### src/rtl/burst_col_pkg.sv
package burst_col_pkg;

    localparam int COL_W_DEF      = 8;
    localparam int LEN_W_DEF      = 3;
    localparam int MAX_LOG_BL_DEF = 3;
    localparam int FULL_CODE_DEF  = 7;

    typedef enum logic {
        ORD_SEQ = 1'b0,
        ORD_ILV = 1'b1
    } order_e;

endpackage

### src/rtl/burst_col_len_decode.sv
module burst_col_len_decode
    import burst_col_pkg::*;
#(
    parameter int COL_W      = COL_W_DEF,
    parameter int LEN_W      = LEN_W_DEF,
    parameter int MAX_LOG_BL = MAX_LOG_BL_DEF,
    parameter int FULL_CODE  = FULL_CODE_DEF
) (
    input  logic [LEN_W-1:0] len_code,
    output logic [COL_W-1:0] beat_mask,
    output logic             is_full
);

    localparam int NUM_LEN = MAX_LOG_BL + 1;

    logic [NUM_LEN-1:0]           hit;
    logic [NUM_LEN-1:0][COL_W-1:0] mask_of;

    // one decoder slice per bounded length; slice k gives BL = 2**k
    for (genvar k = 0; k < NUM_LEN; k++) begin : g_len
        assign hit[k]     = (len_code == LEN_W'(k));
        assign mask_of[k] = COL_W'((COL_W'(1) << k) - COL_W'(1));
    end

    always_comb begin
        is_full   = (len_code == LEN_W'(FULL_CODE));
        beat_mask = '0;
        if (is_full) begin
            beat_mask = '1;
        end else begin
            for (int k = 0; k < NUM_LEN; k++) begin
                if (hit[k]) beat_mask = mask_of[k];
            end
        end
    end

endmodule

### src/rtl/burst_col_addr.sv
module burst_col_addr
    import burst_col_pkg::*;
#(
    parameter int COL_W = COL_W_DEF
) (
    input  logic             active,
    input  logic [COL_W-1:0] base_col,
    input  logic [COL_W-1:0] beat_idx,
    input  logic [COL_W-1:0] beat_mask,
    input  logic             is_full,
    input  order_e           order,
    output logic [COL_W-1:0] addr,
    output logic             last_beat
);

    logic [COL_W-1:0] lane;
    logic [COL_W-1:0] merged;

    always_comb begin
        if (order == ORD_ILV && !is_full) begin
            lane = base_col ^ beat_idx;
        end else begin
            lane = base_col + beat_idx;
        end
        merged    = (base_col & ~beat_mask) | (lane & beat_mask);
        addr      = active ? merged : '0;
        last_beat = active && !is_full && (beat_idx == beat_mask);
    end

endmodule

### src/rtl/burst_col_gen.sv
module burst_col_gen
    import burst_col_pkg::*;
#(
    parameter int COL_W      = COL_W_DEF,
    parameter int LEN_W      = LEN_W_DEF,
    parameter int MAX_LOG_BL = MAX_LOG_BL_DEF,
    parameter int FULL_CODE  = FULL_CODE_DEF
) (
    input  logic             clk,
    input  logic             rst_n,
    input  logic [LEN_W-1:0] mode_len,
    input  logic             mode_ilv,
    input  logic             start,
    input  logic [COL_W-1:0] start_col,
    input  logic             advance,
    input  logic             stop,
    output logic             col_valid,
    output logic [COL_W-1:0] col_addr,
    output logic             col_last
);

    typedef struct packed {
        logic             valid;
        logic [COL_W-1:0] base;
        logic [COL_W-1:0] cnt;
        logic [COL_W-1:0] mask;
        logic             full;
        order_e           order;
    } burst_state_t;

    burst_state_t st_d, st_q;

    logic [COL_W-1:0] dec_mask;
    logic             dec_full;
    logic [COL_W-1:0] cur_addr;
    logic             cur_last;

    burst_col_len_decode #(
        .COL_W      (COL_W),
        .LEN_W      (LEN_W),
        .MAX_LOG_BL (MAX_LOG_BL),
        .FULL_CODE  (FULL_CODE)
    ) u_dec (
        .len_code  (mode_len),
        .beat_mask (dec_mask),
        .is_full   (dec_full)
    );

    burst_col_addr #(
        .COL_W (COL_W)
    ) u_addr (
        .active    (st_q.valid),
        .base_col  (st_q.base),
        .beat_idx  (st_q.cnt),
        .beat_mask (st_q.mask),
        .is_full   (st_q.full),
        .order     (st_q.order),
        .addr      (cur_addr),
        .last_beat (cur_last)
    );

    always_comb begin
        st_d = st_q;
        if (start) begin
            st_d.valid = 1'b1;
            st_d.base  = start_col;
            st_d.cnt   = '0;
            st_d.mask  = dec_mask;
            st_d.full  = dec_full;
            st_d.order = mode_ilv ? ORD_ILV : ORD_SEQ;
        end else if (st_q.valid) begin
            if (stop) begin
                st_d.valid = 1'b0;
            end else if (advance) begin
                if (cur_last) begin
                    st_d.valid = 1'b0;
                end else begin
                    st_d.cnt = st_q.cnt + COL_W'(1);
                end
            end
        end
    end

    always_ff @(posedge clk or negedge rst_n) begin
        if (!rst_n) begin
            st_q <= '{valid: 1'b0, base: '0, cnt: '0, mask: '0,
                      full: 1'b0, order: ORD_SEQ};
        end else begin
            st_q <= st_d;
        end
    end

    assign col_valid = st_q.valid;
    assign col_addr  = cur_addr;
    assign col_last  = cur_last;

    AST_START_BEAT0: assert property (@(posedge clk) disable iff (!rst_n)
        start |=> col_valid && col_addr == $past(start_col));
    AST_UPPER_FIXED: assert property (@(posedge clk) disable iff (!rst_n)
        col_valid && advance && !col_last && !start && !stop && !st_q.full
        |=> ((col_addr ^ $past(col_addr)) & ~st_q.mask) == '0);
    AST_FULL_NO_LAST: assert property (@(posedge clk) disable iff (!rst_n)
        st_q.full |-> !col_last);
    AST_LAST_ENDS: assert property (@(posedge clk) disable iff (!rst_n)
        col_last && advance && !stop && !start |=> !col_valid);
    AST_HOLD_STILL: assert property (@(posedge clk) disable iff (!rst_n)
        col_valid && !advance && !stop && !start
        |=> col_valid && $stable(col_addr));
    AST_STOP_ENDS: assert property (@(posedge clk) disable iff (!rst_n)
        col_valid && stop && !start |=> !col_valid);
    AST_IDLE_STAYS: assert property (@(posedge clk) disable iff (!rst_n)
        !col_valid && !start |=> !col_valid);

endmodule

### config.mk
export PLATFORM = sky130hd
export DESIGN_NAME = burst_col_gen
export DESIGN_NICKNAME = d
export VERILOG_FILES = /design/src/rtl/burst_col_pkg.sv /design/src/rtl/burst_col_len_decode.sv /design/src/rtl/burst_col_addr.sv /design/src/rtl/burst_col_gen.sv
export SDC_FILE = /design/constraint.sdc
export NUM_CORES = 1
export LEC_CHECK = 0
export ABC_AREA = 1
export BUFFER_PORTS_ARGS = -buffer_cell sky130_fd_sc_hd__buf_2
export CORE_AREA = 5 5 92 86
export DETAILED_ROUTE_END_ITERATION = 10
export DIE_AREA = 0 0 97 91
export PLACE_DENSITY = 0.55
export REMOVE_ABC_BUFFERS = 1
export SYNTH_ARGS = -nofsm -noshare
export SYNTH_HDL_FRONTEND = slang
export SYNTH_HIERARCHICAL = 1
export SYNTH_SLANG_ARGS = --single-unit
### constraint.sdc
create_clock -name clk -period 3.6 [get_ports clk]
set_input_delay 0.18 -clock clk [delete_from_list [all_inputs] [get_ports clk]]
set_output_delay 0.18 -clock clk [all_outputs]
set_load 0.02 [all_outputs]
* Word-level counts from Yosys, hierarchy flattened
Index checks and enable logic that the tools add are counted.
W data, S select, Z words.
** Word-level totals
- Input port bits :: 17
- Flip-flop bits (word level) :: 27
- Output and inout bits :: 10
** Cells by class
- Bitwise logic cells :: 5
- Reductions and logical operators :: 7
- Add/subtract/negate cells :: 2
- Equality and inequality tests :: 7
- Mux-type cells :: 17
** Operators by type and width (number)
- $mux W8 :: 8
- $and A8 B8 Y8 :: 2
- $add A8 B1 Y8 const B :: 1
- $add A8 B8 Y8 :: 1
- $eq A8 B8 Y1 :: 1
- $not A8 Y8 :: 1
- $or A8 B8 Y8 :: 1
- $xor A8 B8 Y8 :: 1
- $mux W1 :: 7
- $eq A3 B2 Y1 const B :: 2
- $ne A2 B2 Y1 const B :: 2
- $reduce_and A4 Y1 :: 1
- $reduce_bool A2 Y1 :: 2
- $eq A3 B1 Y1 const B :: 1
- $eq A3 B3 Y1 const B :: 1
- $logic_and A1 B1 Y1 :: 3
- $mux W3 :: 1
- $mux W2 :: 1
- $logic_not A1 Y1 :: 1

* Longest topological paths before layout
Gate-level depths: netlist of the first run.
- Depth after elaboration :: 8
- Gate-level depth with buffers :: 13

* Modules after synthesis
The synthesis of the first run kept the hierarchy.
** Modules (own cells, without submodules)
- burst_col_gen :: cells each 148, times used 1, sequential area each 675.6 µm², area an instance 1198.6 µm²
- burst_col_addr :: cells each 107, times used 1, sequential area each 0.0 µm², area an instance 575.6 µm²
- burst_col_len_decode :: cells each 15, times used 1, sequential area each 0.0 µm², area an instance 75.1 µm²

* Least setup slack after synthesis of the first run
No wires, ideal clock.
- Path kind :: flip-flop to flip-flop
- Start :: reg st_q, in the netlist col_valid
- End :: reg st_q[15] in the netlist's numbering
- Arrival :: 1.727 ns
- Path slack :: 1.755 ns
- Stages on the path, launching flop included :: 12
- Clock period less this slack :: 1.845 ns
- Buffers on the path :: 0
- Cells stage by stage :: dfrtp_1 inv_1 a211oi_1 nand3_1 nor2_1 inv_1 nand2_2 nor2_4 nand3_2 nand2_1 nand2_1 nor2_2
** Between the ends
- Cells in the longest elaborated chain, start to end :: 4
- Elaborated cells on any way between the ends :: 5
- Classes of those cells :: eq/ne: 1; reduce/logical: 4
** Ends and longest elaborated chain
- start, declared :: RTL line burst_col_gen.sv:31 : burst_state_t st_d, st_q;
- start signal, assigned :: RTL line burst_col_gen.sv:86 : st_q <= '{valid: 1'b0, base: '0, cnt: '0, mask: '0,
- start signal, assigned :: RTL line burst_col_gen.sv:89 : st_q <= st_d;
- $logic_and A1 B1 Y1 (2 in series) :: RTL line burst_col_addr.sv:27 : last_beat = active && !is_full && (beat_idx == beat_mask);
- named net col_last :: RTL line burst_col_gen.sv:19 : output logic col_last
- $ne A2 B2 Y1 (no source line)
- $reduce_and A4 Y1 (no source line)
The timed path passes the listed nets, and every way through them passes these cells.
A chain may end at the register's enable or synchronous reset.

* Worst setup path in the final report of the first run
- Start :: reg st_q[10] in the netlist's numbering
- End :: out col_addr[4]
** Between the ends
- Cells in the longest elaborated chain, start to end :: 5
** Ends and longest elaborated chain
- $add A8 B8 Y8 :: RTL line burst_col_addr.sv:23 : lane = base_col + beat_idx;
- $mux W8 :: RTL line burst_col_addr.sv:20 : if (order == ORD_ILV && !is_full) begin
- $and A8 B8 Y8 :: RTL line burst_col_addr.sv:25 : merged = (base_col & ~beat_mask) | (lane & beat_mask);
- $or A8 B8 Y8 :: RTL line burst_col_addr.sv:25
- $mux W8 :: RTL line burst_col_addr.sv:26 : addr = active ? merged : '0;
- end, declared :: RTL line burst_col_gen.sv:18 : output logic [COL_W-1:0] col_addr,
Every way passes these cells.

==> results of run 1 <==
[per-layer routing]
metal  vias up  track usage, %
li1        880               -
met1       764            13.6
met2        20            16.9
met3         5            1.99
met4         0            3.86
met5         -               0
[cell type report]
class	count	area, um^2
repair buffers	27	140
inverters	35	131
fillers	754	4770
well taps	93	116
flip-flops and latches	27	676
clock buffers	3	41.3
clock inverters	1	5.00
multi-input cells	199	982
[worst max-delay path, delay by kind of cell (launching register included)]
family,cells,cell delay (ns)
buffers and inverters,2,0.20
adder cells (fa/ha/maj),2,0.64
flip-flops,1,0.45
AO/OA/AOI/OAI,1,0.08
AND/OR/NAND/NOR,4,0.32
XOR/XNOR,1,0.15
[flip-flops by register name, summed over array words and instances (netlist names)]
register and cells:
col_valid 1, st_q 26
[repair_timing]
action,CTS,global route
endpoints found under the hold margin,27,0
setup endpoints to repair,0,0
hold buffers,1,0
[worst max path at each step]
stage	start	end	cells after the start
2_1_floorplan	col_valid	st_q[15]	11
6_report	st_q[10]	col_addr[4]	10
5_1_grt	st_q[10]	col_addr[6]	12
3_5_place_dp	st_q[10]	col_addr[4]	10
4_1_cts	st_q[10]	col_addr[4]	10
3_3_place_gp	st_q[10]	col_addr[4]	10
[metrics by stage]
step	std cells	hold slack (ns)	power, W	util [%]	setup WS (ns)
floorplan	261	-0.116	0.000441	-	1.75
finish	385	0.0937	0.000667	30.5	1.29
global placement	380	0.238	0.000497	29.7	1.63
CTS	385	0.0872	0.000680	30.5	1.28
global route	385	0.0930	0.000714	30.5	1.13
detailed placement	380	0.245	0.000498	29.7	1.61
[cells by family after synthesis]
group,after synthesis,share of synthesized area [%]
and+or+nand+nor,160,36.8
DFF,27,36.5
xor gates and xnor gates,5,2.37
buffers and inverters,44,10.4
AOI/OAI and AO/OA,25,7.44
adders and majority gates,9,6.50
[synth_stat cells, types with 2 or more instances]
library cell                n  area (um^2)
sky130_fd_sc_hd__ha_1       8          100
sky130_fd_sc_hd__buf_4      6         45.0
sky130_fd_sc_hd__xor2_1     3         26.3
sky130_fd_sc_hd__buf_2      3         15.0
sky130_fd_sc_hd__xnor2_1    2         17.5
sky130_fd_sc_hd__o21ai_0   10         50.1
sky130_fd_sc_hd__nand2_1  105          394
sky130_fd_sc_hd__nor2_2     2         12.5
sky130_fd_sc_hd__o22ai_1    2         12.5
sky130_fd_sc_hd__nor2_1    28          105
sky130_fd_sc_hd__dfrtp_1   27          676
sky130_fd_sc_hd__inv_2      3         11.3
sky130_fd_sc_hd__nand3_2    5         50.1
sky130_fd_sc_hd__inv_1     32          120
sky130_fd_sc_hd__a21oi_1    8         40.0
sky130_fd_sc_hd__nand2_2    4         25.0
sky130_fd_sc_hd__nand3_1   10         50.1
sky130_fd_sc_hd__nand4_1    2         12.5
[where the power goes]
group | switching, W | internal (W)
sequential | 0.0000226 | 0.000321
clock | 0.0000986 | 0.0000777
combinational | 0.0000935 | 0.0000528
==> parameters.txt, run 1 <==
Parameter                              Value

Logic synthesis
  Number of storage elements in the synthesis netlist    27
  Mean instance size in the synthesized netlist    slightly below 7 um^2
  Combined area of all synthesized cells    1850 um^2
  Cell count after synthesis    270
  Part of the Yosys area used for sequential elements    36.5%
  Most instantiated flip-flop cell in the synthesis netlist    sky130_fd_sc_hd__dfrtp_1
  Proportion of synthesized flip-flops having asynchronous set or reset    100%
  Post-synthesis cell type count    28
  Number of warnings issued by yosys    6
  Count of flip-flops with a built-in enable after synthesis    0

Final layout
  Most common library cell in the layout ignoring fill and taps    sky130_fd_sc_hd__nand2_1
  Leading cell types in the layout, fill and taps excluded    sky130_fd_sc_hd__nand2_1 (105), sky130_fd_sc_hd__inv_1 (32), sky130_fd_sc_hd__nor2_1 (28)
  Fin nets    ~320
  Area grow syn2layout    13.1%
  Fraction of layout instances using a drive strength above 1    between 10% and 20%
  Number of inserted diodes    0
  Total non-filler cell area in the finished layout    2090 um^2

Setup path
  Cell with the largest stage delay on the worst path    sky130_fd_sc_hd__dfrtp_1
  Startpoint class of the critical path    flip-flop
  Setup slack of the worst register-to-register path    1.79 ns
  FF-to-FF Start    col_valid
  Most common cell type on the critical path    sky130_fd_sc_hd__nand2_1
  Setup crit end kind    primary output
  Endpoint of the most critical register-to-register path    st_q[15]
  Category of the most critical setup path    reg2out
  Worst-case reg-to-reg path depth    11
  Crit path largest cell delay    0.45 ns
  Signal arrival time at the worst endpoint    between 2 and 2.5 ns
  Critical path cell sequence    ha_1 > fa_1 > nand3_1 > nand2_1 > nand2_1 > xor2_1 > nand2_1 > o211ai_1 > inv_1 > buf_2
  Required time of the critical path    3.42 ns
  Maximum fanout count along the critical path    6

Timing
  Setup tns final    0 ns
  Max Slew Vio Count    0
  Transition time at the pin with the least slew margin    0.630 ns
  Setup-violating endpoint count in the final report    0
  Period minus WS final    2.31 ns
  Maximum frequency from static timing analysis    434 MHz
  Setup repair after global routing missed its margin    false
  Worst clock skew    about 0.0067 ns
  Final hold viol count    0
  Final worst path period share    ~64%
  Max-slew headroom at the worst pin    a little under 60%

Clocking
  Clock transition at path regs    0.10 ns
  TritonCTS clock tree    built
  Worst-Skew Late Latency    0.28 ns
  Setup Fix Bufs, Post-CTS    0
  Number of buffers added by the clock tree synthesis step    3
  Post-CTS resize count    0
  Clock H-tree levels    1
  Largest buffer count on any clock path    2
  CTS Root Cell    sky130_fd_sc_hd__clkbuf_8
  Number of sinks on the clock net    27

Floorplan
  Overall die area    ~8800 um^2
  Die span in x    97 um
  Vert. Die Dim    91 um
  Top-level port count    27
  Initial Utilization    27.0%
  Num rows    29
  Core Region    roughly 6900 um^2

Worst hold path
  Worst hold path depth    3
  Startpoint of the most critical hold path    start_col[0]
  Hold/Removal Path Class    in2reg
  Endpoint of the worst hold-timing path    st_q[18]

Place
  Port Buffers    26
  Gp weighted congestion    0.821
  DPL Wire Length    3210 um
  Placed standard-cell area    2040 um^2

Pwr
  Total leakage power    1.17 nW
  PwrDens    about 320 nW/um^2
  Maximum VDD drop    129 uV

Drt
  Topmost layer with routed signal wires    met4
  Detailed-route wire length    about 4300 um
  Pre-antenna DRT Iters    4
  Detail Route met3 WL    136 um
  Antenna-violating nets left    0
  Wl on met1    between 2000 and 2500 um
  Count of unresolved DRC violations after routing    0
  Per-cell via count in the routed design    between 4 and 5
  Vias after detailed routing    1669
  WL per Instance    11.2 um
  Detailed-routed wire length on met2    1940 um
  First DRT Iteration DRCs    70

Global route
  Pin count of the biggest net entering global routing    29
  Via count of the first global-routing pass    1622
  Global-route usage over all layers    10.3%
  Total grt overflow    0
  First-pass GRT wire length    approximately 7600 um
  Antenna violations before repair    0

Status
  Result of the run    completed

Flow run
  # Max-Cap Violations    0
Power figures use the tool's default switching activity.
==> inputs of run 2 (changes only) <==
Settings changed: PLACE_DENSITY 0.55 to 0.57.
Clock period 3.6 ns to 1.98 ns, I/O delays scaled along.
==> parameters.txt, run 2 (same netlist as run 1, synthesis figures left out) <==
Parameter                              Value

Setup path
  Setup crit end kind    primary output
  Signal arrival time at the worst endpoint    1.95 ns
  Startpoint class of the critical path    flip-flop
  Required time of the critical path    1.88 ns
  Category of the most critical setup path    reg2out
  Maximum fanout count along the critical path    3
  Worst-case reg-to-reg path depth    10

Final layout
  Leading cell types in the layout, fill and taps excluded    sky130_fd_sc_hd__nand2_1 (102), sky130_fd_sc_hd__inv_1 (31), sky130_fd_sc_hd__nor2_1 (26)
  Most common library cell in the layout ignoring fill and taps    sky130_fd_sc_hd__nand2_1
  Area grow syn2layout    27.1%
  Fin nets    between 300 and 400
  Multi-input gate area in the final layout    1090 um^2
  Final std cells w/o fill    402
  Register with the most flip-flops    st_q
  Utilization after layout    34.3%
  Largest register FFs    26
  Filler Cells Inserted    735
  Number of inserted diodes    0
  Sequential cell area    681 um^2
  Fraction of layout instances using a drive strength above 1    26.2%

Pwr
  Switch share    32.9%
  Clock share of power    about 26%
  Combinational share of power    26.1%
  Total leakage power    1.24 nW
  Internal power consumption    slightly below 0.0009 W
  Maximum VDD drop    326 uV
  PwrDens    549 nW/um^2
  Share of power burned in registers    48.4%
  Total net switching power    between 0.0004 and 0.0005 W

Clocking
  CTS Root Cell    sky130_fd_sc_hd__clkbuf_8
  Clock transition at path regs    0.11 ns
  Largest buffer count on any clock path    2
  TritonCTS clock tree    built
  Clock H-tree levels    1
  Worst-Skew Late Latency    0.28 ns
  Number of sinks on the clock net    27
  Number of buffers added by the clock tree synthesis step    3

Status
  Result of the run    finished, violations left
  Failing checks    negative setup slack

Drt
  Detail Route met3 WL    229 um
  Wl on met1    ~2400 um
  Vias after detailed routing    1771
  Per-cell via count in the routed design    4.41
  First DRT Iteration DRCs    between 80 and 90
  Detailed-route wire length    4810 um
  Pre-antenna DRT Iters    6
  Count of unresolved DRC violations after routing    0
  WL per Instance    12.0 um
  Detailed-routed wire length on met2    2170 um
  Antenna-violating nets left    0
  Topmost layer with routed signal wires    met4

Timing
  Final worst path period share    104%
  Setup tns final    -0.152 ns
  Period minus WS final    approximately 2.1 ns
  Setup-violating endpoint count in the final report    3
  Max Slew Vio Count    0
  Maximum frequency from static timing analysis    487 MHz
  Final hold viol count    0
  Worst clock skew    between 0.01 and 0.015 ns
  Max-slew headroom at the worst pin    a little under three fifths
  Worst-case hold slack    0.00818 ns
  Setup repair after global routing missed its margin    true
  Crit path setup slack, layout    -0.0729 ns
  Transition time at the pin with the least slew margin    roughly 0.64 ns

Place
  DPL Wire Length    3380 um
  Gp weighted congestion    approximately 0.8
  Port Buffers    26
  Post-Place Cells    ~390

Floorplan
  Num rows    29
  Vert. Die Dim    91 um
  Die span in x    97 um
  Top-level port count    27
  Overall die area    8830 um^2
  Initial Utilization    a little over a quarter
  Core Region    just under 7000 um^2

Worst hold path
  Hold/Removal Path Class    in2reg
  Worst hold path depth    3

Global route
  Antenna violations before repair    0
  Pin count of the biggest net entering global routing    29
  First-pass GRT wire length    between 7000 and 8000 um
  Via count of the first global-routing pass    1678
  Total grt overflow    0
  Global-route usage over all layers    a little over a tenth

Flow run
  # Max-Cap Violations    0
run 2: cell types whose count changed in the layout (fill, tap and decap cells not counted), moves of 2 or more:
cell                      change
sky130_fd_sc_hd__buf_2        -4
sky130_fd_sc_hd__buf_4       +19
sky130_fd_sc_hd__buf_6        +2
sky130_fd_sc_hd__dfrtp_1      -4
sky130_fd_sc_hd__dfrtp_2      +4
sky130_fd_sc_hd__ha_1         -7
sky130_fd_sc_hd__ha_4         +7
sky130_fd_sc_hd__nand2_1      -3
sky130_fd_sc_hd__nand2_2      +3
sky130_fd_sc_hd__nor2_1       -2
sky130_fd_sc_hd__nor2_2       +2
run 2: path summary, 6_finish.rpt:
kind	startpoint	endpoint	slack, ns
hold / removal	start_col[5]	st_q[23]	0.008
hold reg to reg	st_q[0]	st_q[0]	0.48
setup / recovery	st_q[18]	col_addr[4]	-0.07
max in group asynchronous	rst_n	st_q[12]	1.13
min in group asynchronous	rst_n	st_q[13]	0.37
setup reg to reg	st_q[15]	st_q[10]	0.17
run 2: what timing repair did:
action                                  in CTS  in global routing
endpoints found under the setup margin       4                  9
pin swaps                                    5                  3
endpoints found under the hold margin       27                  0
hold buffers                                 1                  0
buffers inserted                             5                  6
resized for setup                           20                  7
run 2: critical path, cell delays in order (launching register included):
cell and delay [ns]:
sky130_fd_sc_hd__dfrtp_1 0.42, sky130_fd_sc_hd__ha_4 0.18, sky130_fd_sc_hd__fa_2 0.36, sky130_fd_sc_hd__nand3_2 0.08, sky130_fd_sc_hd__nand2_2 0.07, sky130_fd_sc_hd__nand2_2 0.07
sky130_fd_sc_hd__xor2_1 0.14, sky130_fd_sc_hd__nand2_1 0.08, sky130_fd_sc_hd__o211ai_1 0.09, sky130_fd_sc_hd__inv_1 0.07, sky130_fd_sc_hd__buf_6 0.13
run 2: cell type report:
type / count / share of cell area [%]
Clock buffer: 3 / 1.76
Clock inverter: 1 / 0.213
Multi-Input combinational cell: 199 / 46.4
Tap cell: 93 / 4.95
Inverter: 35 / 5.59
Timing Repair Buffer: 44 / 12.1
Sequential cell: 27 / 29.0
run 2: per-layer routing:
layer | GRT usage [%] | vias up
li1 | - | 914
met1 | 15.0 | 814
met2 | 17.6 | 39
met3 | 2.38 | 4
met4 | 1.99 | 0
met5 | 0 | -
run 2: power groups by stage:
stage | Sequential [W] | Combinational, W | Clock (W)
2_1_floorplan | 0.000626 | 0.000177 | 0
3_3_place_gp | 0.000631 | 0.000280 | 0
3_5_place_dp | 0.000631 | 0.000284 | 0
4_1_cts | 0.000626 | 0.000324 | 0.000332
5_1_grt | 0.000631 | 0.000376 | 0.000347
6_report | 0.000625 | 0.000337 | 0.000329
run 2: metrics by stage:
stage | setup slack (ns) | cell area, um^2 | power (W)
6_report | -0.0729 | 2350 | 0.00129
5_1_grt | -0.170 | 2350 | 0.00135
4_1_cts | -0.0899 | 2290 | 0.00128
3_5_place_dp | 0.107 | 2080 | 0.000915
3_3_place_gp | 0.145 | 2080 | 0.000911
2_1_floorplan | 0.134 | 1790 | 0.000803
==> inputs of run 3 (changes only) <==
Settings changed: CELL_PAD_IN_SITES_DETAIL_PLACEMENT set to 1, CELL_PAD_IN_SITES_GLOBAL_PLACEMENT set to 1, PLACE_DENSITY 0.57 to 0.7.
==> parameters.txt, run 3 (same netlist as run 1, synthesis figures left out) <==
Parameter                              Value

Status
  Result of the run    finished, violations left
  Failing checks    negative setup slack

Pwr
  Maximum VDD drop    232 uV
  Tot Pwr    0.00131 W
  PwrDens    approximately 560 nW/um^2
  Total leakage power    1.22 nW

Global route
  Met3 global-route usage    1.46%
  Pin count of the biggest net entering global routing    29
  Via count of the first global-routing pass    1851
  Grt met1 use    15.4%
  Met2 GRT Util    21.7%
  Most heavily used metal layer in global routing    met2
  Antenna violations before repair    0
  Total grt overflow    0
  Global-route usage over all layers    12.1%
  First-pass GRT wire length    slightly below 9000 um

Drt
  Antenna-violating nets left    0
  Detailed-route wire length    ~5300 um
  Pre-antenna DRT Iters    4
  Count of unresolved DRC violations after routing    0
  First DRT Iteration DRCs    65
  Vias after detailed routing    1824
  WL per Instance    13.3 um
  Per-cell via count in the routed design    4.57

Final layout
  Most common library cell in the layout ignoring fill and taps    sky130_fd_sc_hd__nand2_1
  Multi-input gate area in the final layout    ~1100 um^2
  Fin nets    333
  Register with the most flip-flops    st_q
  Number of inserted diodes    0
  Sequential cell area    684 um^2
  Fraction of layout instances using a drive strength above 1    between 20 and 30%
  Filler Cells Inserted    865
  Final std cells w/o fill    399
  Area grow syn2layout    27.0%
  Largest register FFs    26
  Utilization after layout    34.2%
  Leading cell types in the layout, fill and taps excluded    sky130_fd_sc_hd__nand2_1 (102), sky130_fd_sc_hd__inv_1 (31), sky130_fd_sc_hd__nor2_1 (27)

Setup path
  Category of the most critical setup path    reg2out
  Cell with the largest stage delay on the worst path    sky130_fd_sc_hd__dfrtp_2
  Signal arrival time at the worst endpoint    slightly below 2 ns
  Crit path largest cell delay    0.47 ns
  Startpoint class of the critical path    flip-flop
  Maximum fanout count along the critical path    5
  Setup crit end kind    primary output
  Required time of the critical path    1.88 ns
  Critical path cell sequence    buf_6 > fa_2 > nand3_2 > nand2_2 > nand3_2 > nand2_2 > nand3b_1 > nand3_1 > nand2_1 > inv_1 > buf_4

Floorplan
  Core Region    6860 um^2
  Top-level port count    27
  Num rows    29
  Overall die area    8830 um^2
  Initial Utilization    27.0%
  Die span in x    97 um
  Vert. Die Dim    91 um

Clocking
  TritonCTS clock tree    built
  Number of sinks on the clock net    27
  Worst-Skew Late Latency    about 0.28 ns
  Clock H-tree levels    1
  Clock transition at path regs    0.10 ns
  Largest buffer count on any clock path    2
  Number of buffers added by the clock tree synthesis step    3
  CTS Root Cell    sky130_fd_sc_hd__clkbuf_8

Timing
  Period minus WS final    2.05 ns
  Transition time at the pin with the least slew margin    0.655 ns
  Max-slew headroom at the worst pin    a little under three fifths
  Setup repair after global routing missed its margin    true
  Max Slew Vio Count    0
  Setup-violating endpoint count in the final report    2
  Worst clock skew    0.00638 ns
  Crit path setup slack, layout    -0.0675 ns
  Maximum frequency from static timing analysis    ~500 MHz
  Final hold viol count    0
  Final worst path period share    103%
  Worst-case hold slack    0.00913 ns

Worst hold path
  Hold/Removal Path Class    in2reg

Place
  Pre-CTS worst setup slack    0.121 ns
  DPL Wire Length    3790 um
  Post-Place Cells    approximately 390
  Gp weighted congestion    0.815
  Port Buffers    26

Flow run
  # Max-Cap Violations    0
==> run 3: cell count changes in the layout (fill, tap and decap cells not counted), sizes merged <==
cell | previous run | this run
clkbuf | 3 | 4
clkinv | 1 | 0
buf | 43 | 40
==> run 3: per-layer routing <==
| layer | up-vias | share of wire [%] |
|---|---|---|
| met4 | 0 | 0.85 |
| met3 | 5 | 1.5 |
| met5 | - | 0 |
| li1 | 903 | - |
| met1 | 899 | 47 |
| met2 | 17 | 51 |
==> run 3: worst max-delay path: cells and delay by family, from the launching register on <==
family	cells	cell delay, ns
adders and majority gates	1	0.37
and+or+nand+nor	7	0.52
DFF	1	0.47
buffers and inverters	3	0.31
==> run 3: per-stage QoR <==
stage,cell area (um^2),setup TNS [ns]
2_1_floorplan,1790,0
3_3_place_gp,2070,0
6_report,2350,-0.117
3_5_place_dp,2070,0
4_1_cts,2270,-0.114
5_1_grt,2350,-0.574
==> run 3: worst paths after layout <==
kind / start / to / slack [ns] / cells past startpoint
setup / recovery: st_q[11] / col_addr[6] / -0.07 / 11
hold / removal: mode_ilv / st_q[0] / 0.009 / 3
setup reg to reg: st_q[11] / st_q[10] / 0.11 / 9
hold reg to reg: st_q[0] / st_q[0] / 0.50 / 2
max in group asynchronous: rst_n / st_q[14] / 1.14 / 2
min in group asynchronous: rst_n / st_q[0] / 0.37 / 2
==> run 3: cell type report <==
class	count	area share, %
Timing Repair Buffer	41	11.4
Sequential cell	27	29.1
Inverter	35	5.59
Multi-Input combinational cell	199	47.0
Clock buffer	4	1.92
Tap cell	93	4.95
==> run 3: timing repair <==
| item | in CTS | in global routing |
|---|---|---|
| cloned | 0 | 0 |
| hold endpoints to repair | 27 | 0 |
| hold buffers | 1 | 0 |
| resized for setup | 21 | 15 |
| setup endpoints to repair | 5 | 16 |
| buffers inserted | 4 | 5 |
| pin swaps | 9 | 5 |
==> run 3: power by group <==
| group | switching (W) | leakage, nW | internal, W |
|---|---|---|---|
| Clock | 0.000191 | 0.0228 | 0.000145 |
| Sequential | 0.0000410 | 0.339 | 0.000586 |
| Combinational | 0.000201 | 0.858 | 0.000142 |
